File: config.mk
export PLATFORM = sky130hd
export DESIGN_NAME = lcd_timing_gen
export DESIGN_NICKNAME = d
export VERILOG_FILES = /design/src/rtl/lcd_tg_pkg.sv /design/src/rtl/lcd_tg_seq.sv /design/src/rtl/lcd_tg_mode.sv /design/src/rtl/lcd_tg_out.sv /design/src/rtl/lcd_timing_gen.sv
export SDC_FILE = /design/constraint.sdc
export NUM_CORES = 1
export LEC_CHECK = 0
export BUFFER_PORTS_ARGS = -buffer_cell sky130_fd_sc_hd__buf_2
export CAP_MARGIN = 20
export CORE_AREA = 2 2 61 63
export CTS_CLUSTER_DIAMETER = 30
export DETAILED_ROUTE_END_ITERATION = 8
export DIE_AREA = 0 0 63 65
export HOLD_SLACK_MARGIN = 0.02
export PLACE_DENSITY = 0.74
export RECOVER_POWER = 50
export SLEW_MARGIN = 25
export SYNTH_ARGS = -nofsm -noshare
export SYNTH_HDL_FRONTEND = slang
export SYNTH_HIERARCHICAL = 1
export SYNTH_SLANG_ARGS = --single-unit
File: constraint.sdc
create_clock -name clk -period 7.8 [get_ports clk]
set_input_delay 1.17 -clock clk [delete_from_list [all_inputs] [get_ports clk]]
set_output_delay 1.17 -clock clk [all_outputs]
set_load 0.01 [all_outputs]
File: src/rtl/lcd_tg_pkg.sv
package lcd_tg_pkg;
    typedef enum logic [1:0] {
        ST_START  = 2'd0,
        ST_LOAD   = 2'd1,
        ST_SHIFT  = 2'd2,
        ST_LPULSE = 2'd3
    } tg_state_e;
endpackage

File: src/rtl/lcd_tg_seq.sv
module lcd_tg_seq
    import lcd_tg_pkg::*;
#(
    parameter int WORDS = 160,
    parameter int LINES = 240,
    parameter int LPW_W = 8
) (
    input  logic             clk,
    input  logic             rst_n,
    input  logic             buf_valid,
    input  logic             srf_mode,
    input  logic [LPW_W-1:0] lp_width,
    output tg_state_e        state,
    output logic             line_first,
    output logic             pop,
    output logic             frame_end
);
    localparam int WCNT_W = (WORDS > 1) ? $clog2(WORDS) : 1;
    localparam int LCNT_W = (LINES > 1) ? $clog2(LINES) : 1;

    tg_state_e          state_nx;
    logic [WCNT_W-1:0]  word_cnt;
    logic [LCNT_W-1:0]  line_cnt;
    logic [LPW_W-1:0]   lp_cnt;
    logic [LPW_W-1:0]   lp_len;
    logic               last_word;
    logic               last_line;
    logic               lp_done;
    logic               load_adv;

    // Zero width is treated as a single-cycle pulse
    assign lp_len    = (lp_width == '0) ? LPW_W'(1) : lp_width;
    assign lp_done   = (lp_cnt == lp_len - LPW_W'(1));
    assign last_word = (word_cnt == WCNT_W'(WORDS - 1));
    assign last_line = (line_cnt == LCNT_W'(LINES - 1));
    assign load_adv  = srf_mode || buf_valid;

    assign pop        = (state == ST_LOAD) && !srf_mode && buf_valid;
    assign frame_end  = (state == ST_LPULSE) && lp_done && last_line;
    assign line_first = (line_cnt == '0);

    // Next-state decode
    always_comb begin
        state_nx = state;
        unique case (state)
            ST_START:  state_nx = ST_LOAD;
            ST_LOAD:   state_nx = load_adv ? ST_SHIFT : ST_LOAD;
            ST_SHIFT:  state_nx = last_word ? ST_LPULSE : ST_LOAD;
            ST_LPULSE: state_nx = lp_done ? ST_LOAD : ST_LPULSE;
            default:   state_nx = ST_START;
        endcase
    end

    // State register
    always_ff @(posedge clk) begin
        if (!rst_n) state <= ST_START;
        else        state <= state_nx;
    end

    // Position counters
    always_ff @(posedge clk) begin
        if (!rst_n) begin
            word_cnt <= '0;
            line_cnt <= '0;
            lp_cnt   <= '0;
        end else begin
            if (state == ST_SHIFT) begin
                word_cnt <= last_word ? '0 : word_cnt + WCNT_W'(1);
            end
            if (state == ST_LPULSE) begin
                lp_cnt <= lp_done ? '0 : lp_cnt + LPW_W'(1);
                if (lp_done) begin
                    line_cnt <= last_line ? '0 : line_cnt + LCNT_W'(1);
                end
            end
        end
    end
endmodule

File: src/rtl/lcd_tg_mode.sv
module lcd_tg_mode (
    input  logic clk,
    input  logic rst_n,
    input  logic srf_req,
    input  logic frame_end,
    output logic srf_mode
);
    // The request is sampled only on the frame boundary
    always_ff @(posedge clk) begin
        if (!rst_n)         srf_mode <= 1'b0;
        else if (frame_end) srf_mode <= srf_req;
    end
endmodule

File: src/rtl/lcd_tg_out.sv
module lcd_tg_out
    import lcd_tg_pkg::*;
#(
    parameter int BUS_W = 4
) (
    input  logic             clk,
    input  logic             rst_n,
    input  tg_state_e        state,
    input  logic             line_first,
    input  logic             pop,
    input  logic             frame_end,
    input  logic             srf_req,
    input  logic             srf_mode,
    input  logic [BUS_W-1:0] buf_data,
    output logic             buf_rd,
    output logic             line_pulse,
    output logic             frame_mark,
    output logic             shift_clk,
    output logic [BUS_W-1:0] pix_data
);
    logic [BUS_W-1:0] data_q;

    // Word register: loaded on each buffer read, cleared on entering self-refresh
    always_ff @(posedge clk) begin
        if (!rst_n)                    data_q <= '0;
        else if (pop)                  data_q <= buf_data;
        else if (frame_end && srf_req) data_q <= '0;
    end

    // Output decode
    always_comb begin
        buf_rd     = pop;
        line_pulse = 1'b0;
        frame_mark = 1'b0;
        shift_clk  = 1'b0;
        pix_data   = data_q;
        unique case (state)
            ST_START:  pix_data   = '0;
            ST_LOAD:   shift_clk  = 1'b0;
            ST_SHIFT:  shift_clk  = !srf_mode;
            ST_LPULSE: begin
                line_pulse = 1'b1;
                frame_mark = line_first;
            end
            default:   pix_data   = '0;
        endcase
    end
endmodule

File: src/rtl/lcd_timing_gen.sv
module lcd_timing_gen
    import lcd_tg_pkg::*;
#(
    parameter int PIX_PER_LINE    = 320,
    parameter int LINES_PER_FRAME = 240,
    parameter int BPP             = 2,
    parameter int BUS_W           = 4,
    parameter int LPW_W           = 8
) (
    input  logic             clk,
    input  logic             rst_n,
    input  logic             srf_req,
    input  logic [LPW_W-1:0] lp_width,
    input  logic             buf_valid,
    input  logic [BUS_W-1:0] buf_data,
    output logic             buf_rd,
    output logic             line_pulse,
    output logic             frame_mark,
    output logic             shift_clk,
    output logic [BUS_W-1:0] pix_data,
    output logic             srf_active
);
    localparam int WORDS = (PIX_PER_LINE * BPP) / BUS_W;

    tg_state_e state;
    logic      line_first;
    logic      pop;
    logic      frame_end;
    logic      srf_mode;

    lcd_tg_seq #(
        .WORDS (WORDS),
        .LINES (LINES_PER_FRAME),
        .LPW_W (LPW_W)
    ) u_seq (
        .clk        (clk),
        .rst_n      (rst_n),
        .buf_valid  (buf_valid),
        .srf_mode   (srf_mode),
        .lp_width   (lp_width),
        .state      (state),
        .line_first (line_first),
        .pop        (pop),
        .frame_end  (frame_end)
    );

    lcd_tg_mode u_mode (
        .clk       (clk),
        .rst_n     (rst_n),
        .srf_req   (srf_req),
        .frame_end (frame_end),
        .srf_mode  (srf_mode)
    );

    lcd_tg_out #(
        .BUS_W (BUS_W)
    ) u_out (
        .clk        (clk),
        .rst_n      (rst_n),
        .state      (state),
        .line_first (line_first),
        .pop        (pop),
        .frame_end  (frame_end),
        .srf_req    (srf_req),
        .srf_mode   (srf_mode),
        .buf_data   (buf_data),
        .buf_rd     (buf_rd),
        .line_pulse (line_pulse),
        .frame_mark (frame_mark),
        .shift_clk  (shift_clk),
        .pix_data   (pix_data)
    );

    assign srf_active = srf_mode;
endmodule

==> results of run 1 <==
## cell usage after synthesis, types with 2 or more instances
library cell | n | area, sq um
mux2i_1 | 5 | 50.05
dfxtp_1 | 31 | 620.6
a21boi_1 | 4 | 30.03
nor2b_1 | 5 | 31.28
nor4_1 | 4 | 25.02
nor2_1 | 21 | 78.83
nand3b_1 | 4 | 30.03
o21a_1 | 2 | 15.01
o21ai_0 | 10 | 50.05
ha_1 | 5 | 62.56
clkbuf_1 | 4 | 15.01
o31ai_1 | 2 | 15.01
and4_1 | 2 | 17.52
inv_1 | 8 | 30.03
and3_1 | 8 | 50.05
or4_1 | 3 | 22.52
nand2_1 | 21 | 78.83
nor4_4 | 2 | 42.54
a21oi_1 | 14 | 70.07
nand3_1 | 10 | 50.05
nor3_1 | 3 | 15.01
xor2_1 | 9 | 78.83
xnor2_1 | 7 | 61.31
and2_1 | 3 | 18.77
nand4_1 | 4 | 25.02
nand2b_1 | 2 | 12.51
## power breakdown
group / switching [mW] / internal, mW / leakage [nW]
sequential: 0.00246 / 0.160 / 0.251
combinational: 0.0154 / 0.0125 / 0.450
clock: 0.0543 / 0.0757 / 0.0482
## critical path, cell delays in order
cell and delay [ns]:
clkbuf_1 0.13, nor4_1 0.74, a21oi_1 0.24, ha_1 0.32, xor2_1 0.17, a21oi_1 0.13, o221a_2 0.22, nand4b_2 0.36
or4_1 0.61, a21oi_1 0.14
## logic make-up after synthesis
group                    count (synthesis)  share of synthesized area
AND/OR/NAND/NOR                        103                     0.3378
AO/OA/AOI/OAI                           39                     0.1310
flip-flops                              31                     0.3476
XOR/XNOR                                17                    0.09110
buffers and inverters                   13                    0.02943
multiplexers                             5                    0.02803
adder cells (fa/ha/maj)                  5                    0.03504
## final cells by class
cell class                      count  share of cell area
Multi-Input combinational cell    169              0.5484
Sequential cell                    31              0.3098
Timing Repair Buffer               24             0.05372
Tap cell                           48             0.02998
Clock buffer                        6             0.02561
Clock inverter                      2             0.01749
Inverter                            8             0.01499
## per-layer routing
| metal | vias up | GRT usage |
|---|---|---|
| met3 | 5 | 0.04688 |
| met1 | 714 | 0.2489 |
| li1 | 811 | - |
| met4 | 0 | 0.07500 |
| met5 | - | 0 |
| met2 | 18 | 0.3218 |
## how the worst max path moves through the flow
stage / startpoint / endpoint / slack, ns / depth (start not counted)
global route: lp_width[2] / u_seq/line_cnt[6] / 3.52 / 9
floorplan: lp_width[2] / u_out/data_q[0] / 4.47 / 12
CTS: lp_width[2] / u_seq/line_cnt[7] / 4.27 / 9
detailed placement: lp_width[2] / u_seq/line_cnt[6] / 3.92 / 9
finish: lp_width[2] / u_seq/line_cnt[7] / 3.82 / 10
global placement: lp_width[2] / u_seq/line_cnt[7] / 4.01 / 9
## sequential cells by signal, indices dropped and copies added, names as in the netlist
register and count:
u_out/data_q 4, u_seq/word_cnt 8, u_seq/line_cnt 8, u_mode/srf_mode 1, u_seq/lp_cnt 8, u_seq/state 2
## stage by stage
step | util | power [mW] | worst slack, ns
after floorplan | - | 0.1849 | 4.465
after global placement | 0.5558 | 0.1947 | 4.011
after detailed placement | 0.5558 | 0.1954 | 3.921
after CTS | 0.5805 | 0.3262 | 4.273
after global routing | 0.5730 | 0.3349 | 3.523
final | 0.5730 | 0.3206 | 3.820
==> results.md, run 1 <==
- DRC errors left: 0
- Area after DPL: 0.001943 sq mm
- Startpoint types: input pin
- Met2 WL: 1.628 mm
- Most frequent cells in the layout: dfxtp_1 (31), nor2_1 (21), nand2_1 (21)
- Worst Skew: 0.003954 ns
- Layout cell share with drive strength beyond 1: 0.1208
- Drt total wl: 3.483 mm
- Leakage: 0.7489 nW
- R2R depth: 6
- Final TNS setup: 0 ns
- # placed instances: 280
- CP max FO: 17
- Worst Tran Pin Value: 0.8219 ns
- Final instance area: 0.002003 sq mm
- RSZ-0062 raised after global routing: false
- Die area: 0.004095 sq mm
- Post-Layout Cell Count: 288
- Crit Path Class: in2reg
- Final GP Congestion: 0.7989
- Clock-pin slew on the worst setup and hold paths: 0.09 ns
- Number of fillers in the final layout: 347
- Final setup vio count: 0
- Mapped Nets: 234
- VDD IR max: 0.1243 mV
- Slew margin rel.: 0.4470
- Hold crit path type: reg2reg
- CTS HTree Levels: 2
- Setup bufs post-CTS: 0
- Vias/cell: 5.375
- GRT Util Overall: 0.1961
- CORE AREA: 0.003496 sq mm
- DR WL met3: 85 microns
- Final hold violations: 0
- Critical Path AT: 4.24 ns
- Flop-to-flop setup slack: 5.36 ns
- Capturing point of the worst reg2reg path: u_seq/line_cnt[7]
- Post-layout min period: 3.980 ns
- Register area: 620.6 sq um
- Fin crit share: 0.5102
- Max Slew Vio Count: 0
- Nets@finish: 260
- Hpwl dp: 2.591 mm
- CTS root buffer: clkbuf_4
- #FFs+latches synth: 31
- Power Dens Cells: 160.0 mW/mm^2
- Clk sink count: 31
- Clk_lat worst skew: 0.33 ns
- Asr flop ratio synth: 0
- CP required: 8.06 ns
- EDFF count, synth: 0
- Mean Syn Cell Area: 8.382 sq um
- Wl on met1: 1.727 mm
- Count of different cell masters after synthesis: 46
- First-pass DRT Iterations: 4
- Seq/Total Area, Yosys: 0.3476
- Hold slack: 0.4881 ns
- Synthesized area: 0.001785 sq mm
- Effective utilization at floorplan: 0.5107
- Drt wl/cell: 12.09 microns
- CTS tree: yes
- Final ANT Viol Nets: 0
- Number of placement rows: 22
- Chip width: 63 microns
- Antenna Cells: 0
- Initial antenna violation count: 0
- Post_cts resized: 0
- First-iteration detailed-routing DRC count: 117
- Status: complete, no violations
- I/O Buffers: 24
- End point of the worst hold path: u_out/data_q[1]
- CTS Buf Count: 5
- Largest net degree at the start of global routing: 18
- Vias in the first global route: 1,451
- WHS Path Cells: 2
- R2r startpoint: u_seq/lp_cnt[5]
- Peak Freq: 251.3 MHz
- Multi-input logic area: 0.001099 sq mm
- Synth Instances: 213
- First-pass GRT wire length: 6.403 mm
- Hold Startpoint: u_out/data_q[1]
- Commonest non-fill, non-tap cell in the layout: dfxtp_1
- # hold bufs at CTS: 0
- Synth Warn #: 6
- DR top layer: met4
- Grt ovf: 0
- Critical Path End Type: register
- Syn-to-layout area delta: 12.19%
- IO Pins: 25
- Bufs on Longest Clock Path: 2
- Main synth FF type: dfxtp_1
- Max_cap viols: 0
- Die Y-Extent: 65 microns
- Vias: 1,548
Note: power is estimated with default switching activity, not from simulation.
==> inputs of run 2 (changes only) <==
clock period = 3.8 ns   (was 7.8 ns; I/O delays follow)
==> results.md, run 2 (synthesized netlist as in run 1, its figures left out) <==
- Bufs on Longest Clock Path: 2 (unchanged)
- Critical Path End Type: register (unchanged)
- Number of fillers in the final layout: 337 (was 347)
- Worst Tran Pin Value: 0.7533 ns (was 0.8219 ns)
- First-pass DRT Iterations: 4 (unchanged)
- Power Dens Cells: 306.9 mW/mm^2 (was 160.0 mW/mm^2)
- Hpwl dp: 2.585 mm (was 2.591 mm)
- Die Y-Extent: 65 microns (unchanged)
- Status: complete, no violations (unchanged)
- Register area: 620.6 sq um (unchanged)
- VDD IR max: 0.2425 mV (was 0.1243 mV)
- Final Util: 0.5705 (was 0.5730)
- Grt ovf: 0 (unchanged)
- Nets@finish: 261 (was 260)
- Post-layout min period: 3.113 ns
- Most frequent cells in the layout: dfxtp_1 (31), nor2_1 (21), nand2_1 (21) (unchanged)
- Syn-to-layout area delta: 11.70% (was 12.19%)
- Post_cts resized: 0 (unchanged)
- DRC errors left: 0 (unchanged)
- Chip width: 63 microns (unchanged)
- # placed instances: 281 (was 280)
- First-pass GRT wire length: 6.223 mm (was 6.403 mm)
- Peak Freq: 321.2 MHz
- Largest net degree at the start of global routing: 18 (unchanged)
- Pre-CTS setup slack: 0.5279 ns (was 3.921 ns)
- Most used cell, CP: a21oi_1 (unchanged)
- Number of placement rows: 22 (unchanged)
- Final instance area: 0.001994 sq mm (was 0.002003 sq mm)
- Fin crit share: 0.8193
- Vias/cell: 5.360 (was 5.375)
- IO Pins: 25 (unchanged)
- Startpoint types: input pin (unchanged)
- Max_cap viols: 0 (unchanged)
- GRT Util Overall: 0.1913 (was 0.1961)
- Final ANT Viol Nets: 0 (unchanged)
- WHS Path Cells: 3 (was 2)
- Effective utilization at floorplan: 0.5107 (unchanged)
- Worst-path cell chain: buf_2 > nor4_4 > a21oi_1 > ha_1 > xor2_1 > a21oi_1 > o221a_2 > nand4b_1 > or4_1 > a21oi_1 (was clkbuf_1 > nor4_1 > a21oi_1 > ha_1 > xor2_1 > a21oi_1 > o221a_2 > nand4b_2 > or4_1 > a21oi_1)
- Final TNS setup: 0 ns (unchanged)
- Setup bufs post-CTS: 0 (unchanged)
- CTS root buffer: clkbuf_4 (unchanged)
- Clk_lat worst skew: 0.34 ns (was 0.33 ns)
- Final setup vio count: 0 (unchanged)
- Commonest non-fill, non-tap cell in the layout: dfxtp_1 (unchanged)
- Largest regs: u_seq/line_cnt x8, u_seq/lp_cnt x8, u_seq/word_cnt x8 (unchanged)
- CP required: 4.07 ns (was 8.06 ns)
- CORE AREA: 0.003496 sq mm (unchanged)
- CP max FO: 17 (unchanged)
- CTS Buf Count: 5 (unchanged)
- Drt total wl: 3.456 mm (was 3.483 mm)
- Critical Path AT: 3.39 ns (was 4.24 ns)
- Crit Path Class: in2reg (unchanged)
- Slew margin rel.: 0.4939 (was 0.4470)
- Final WS setup: 0.6866 ns (was 3.820 ns)
- I/O Buffers: 24 (unchanged)
- Antenna Cells: 0 (unchanged)
- CTS HTree Levels: 2 (unchanged)
- Leakage: 0.7357 nW (was 0.7489 nW)
- Max Slew Vio Count: 0 (unchanged)
- Initial antenna violation count: 0 (unchanged)
- Layout cell share with drive strength beyond 1: 0.1203 (was 0.1208)
- Clk sink count: 31 (unchanged)
- Hold slack: 0.4804 ns (was 0.4881 ns)
- Area after DPL: 0.001951 sq mm (was 0.001943 sq mm)
- First-iteration detailed-routing DRC count: 105 (was 117)
- Final hold violations: 0 (unchanged)
- Worst Skew: 0.01492 ns (was 0.003954 ns)
- Clock-pin slew on the worst setup and hold paths: 0.10 ns (was 0.09 ns)
- Vias in the first global route: 1,479 (was 1,451)
- RSZ-0062 raised after global routing: false (unchanged)
- Die area: 0.004095 sq mm (unchanged)
- Crit path largest cell delay: 0.66 ns (was 0.74 ns)
- Multi-input logic area: 0.001101 sq mm (was 0.001099 sq mm)
- Final GP Congestion: 0.7913 (was 0.7989)
- Vias: 1,549 (was 1,548)
- Post-Layout Cell Count: 289 (was 288)
- Hold crit path type: in2reg (was reg2reg)
- CTS tree: yes (unchanged)
- Drt wl/cell: 11.96 microns (was 12.09 microns)
- Overall power: 612.1 uW (was 320.6 uW)
- Slowest CP cell: or4_1 (was nor4_1)
- # hold bufs at CTS: 0 (unchanged)
- R2R depth: 6 (unchanged)
==> run 2: worst paths after layout <==
path | slack, ns | end | start
setup reg to reg | 1.19 | u_seq/line_cnt[7] | u_seq/lp_cnt[5]
setup / recovery | 0.69 | u_seq/line_cnt[7] | lp_width[2]
hold / removal | 0.48 | u_out/data_q[2] | buf_data[2]
hold reg to reg | 0.48 | u_out/data_q[3] | u_out/data_q[3]
==> run 2: critical path: cells and delay by family <==
family          cells  cell delay, ns
fa+ha+maj           1            0.28
buf+inv             1            0.14
compound gates      4            0.66
xor+xnor            1            0.17
simple gates        3            1.56
==> run 2: final cells by class <==
type / instances / area share
repair buffers: 25 / 0.05709
flip-flops and latches: 31 / 0.3112
multi-input cells: 169 / 0.5521
clock buffers: 8 / 0.03450
inverters: 8 / 0.01506
well taps: 48 / 0.03011
==> run 2: power breakdown <==
| part | internal (mW) | switching, mW | total (mW) |
|---|---|---|---|
| clock network | 0.109 | 0.111 | 0.220 |
| registers | 0.329 | 0.00474 | 0.334 |
| logic | 0.0258 | 0.0326 | 0.0584 |
| total | 0.463 | 0.149 | 0.612 |
==> run 2: metal layers <==
metal	vias to the layer above	global-route usage	wire length [microns]
met1	712	0.2242	1638
met4	0	0.09167	68
met2	16	0.3191	1635
met3	7	0.05729	114
li1	814	-	-
met5	-	0	0
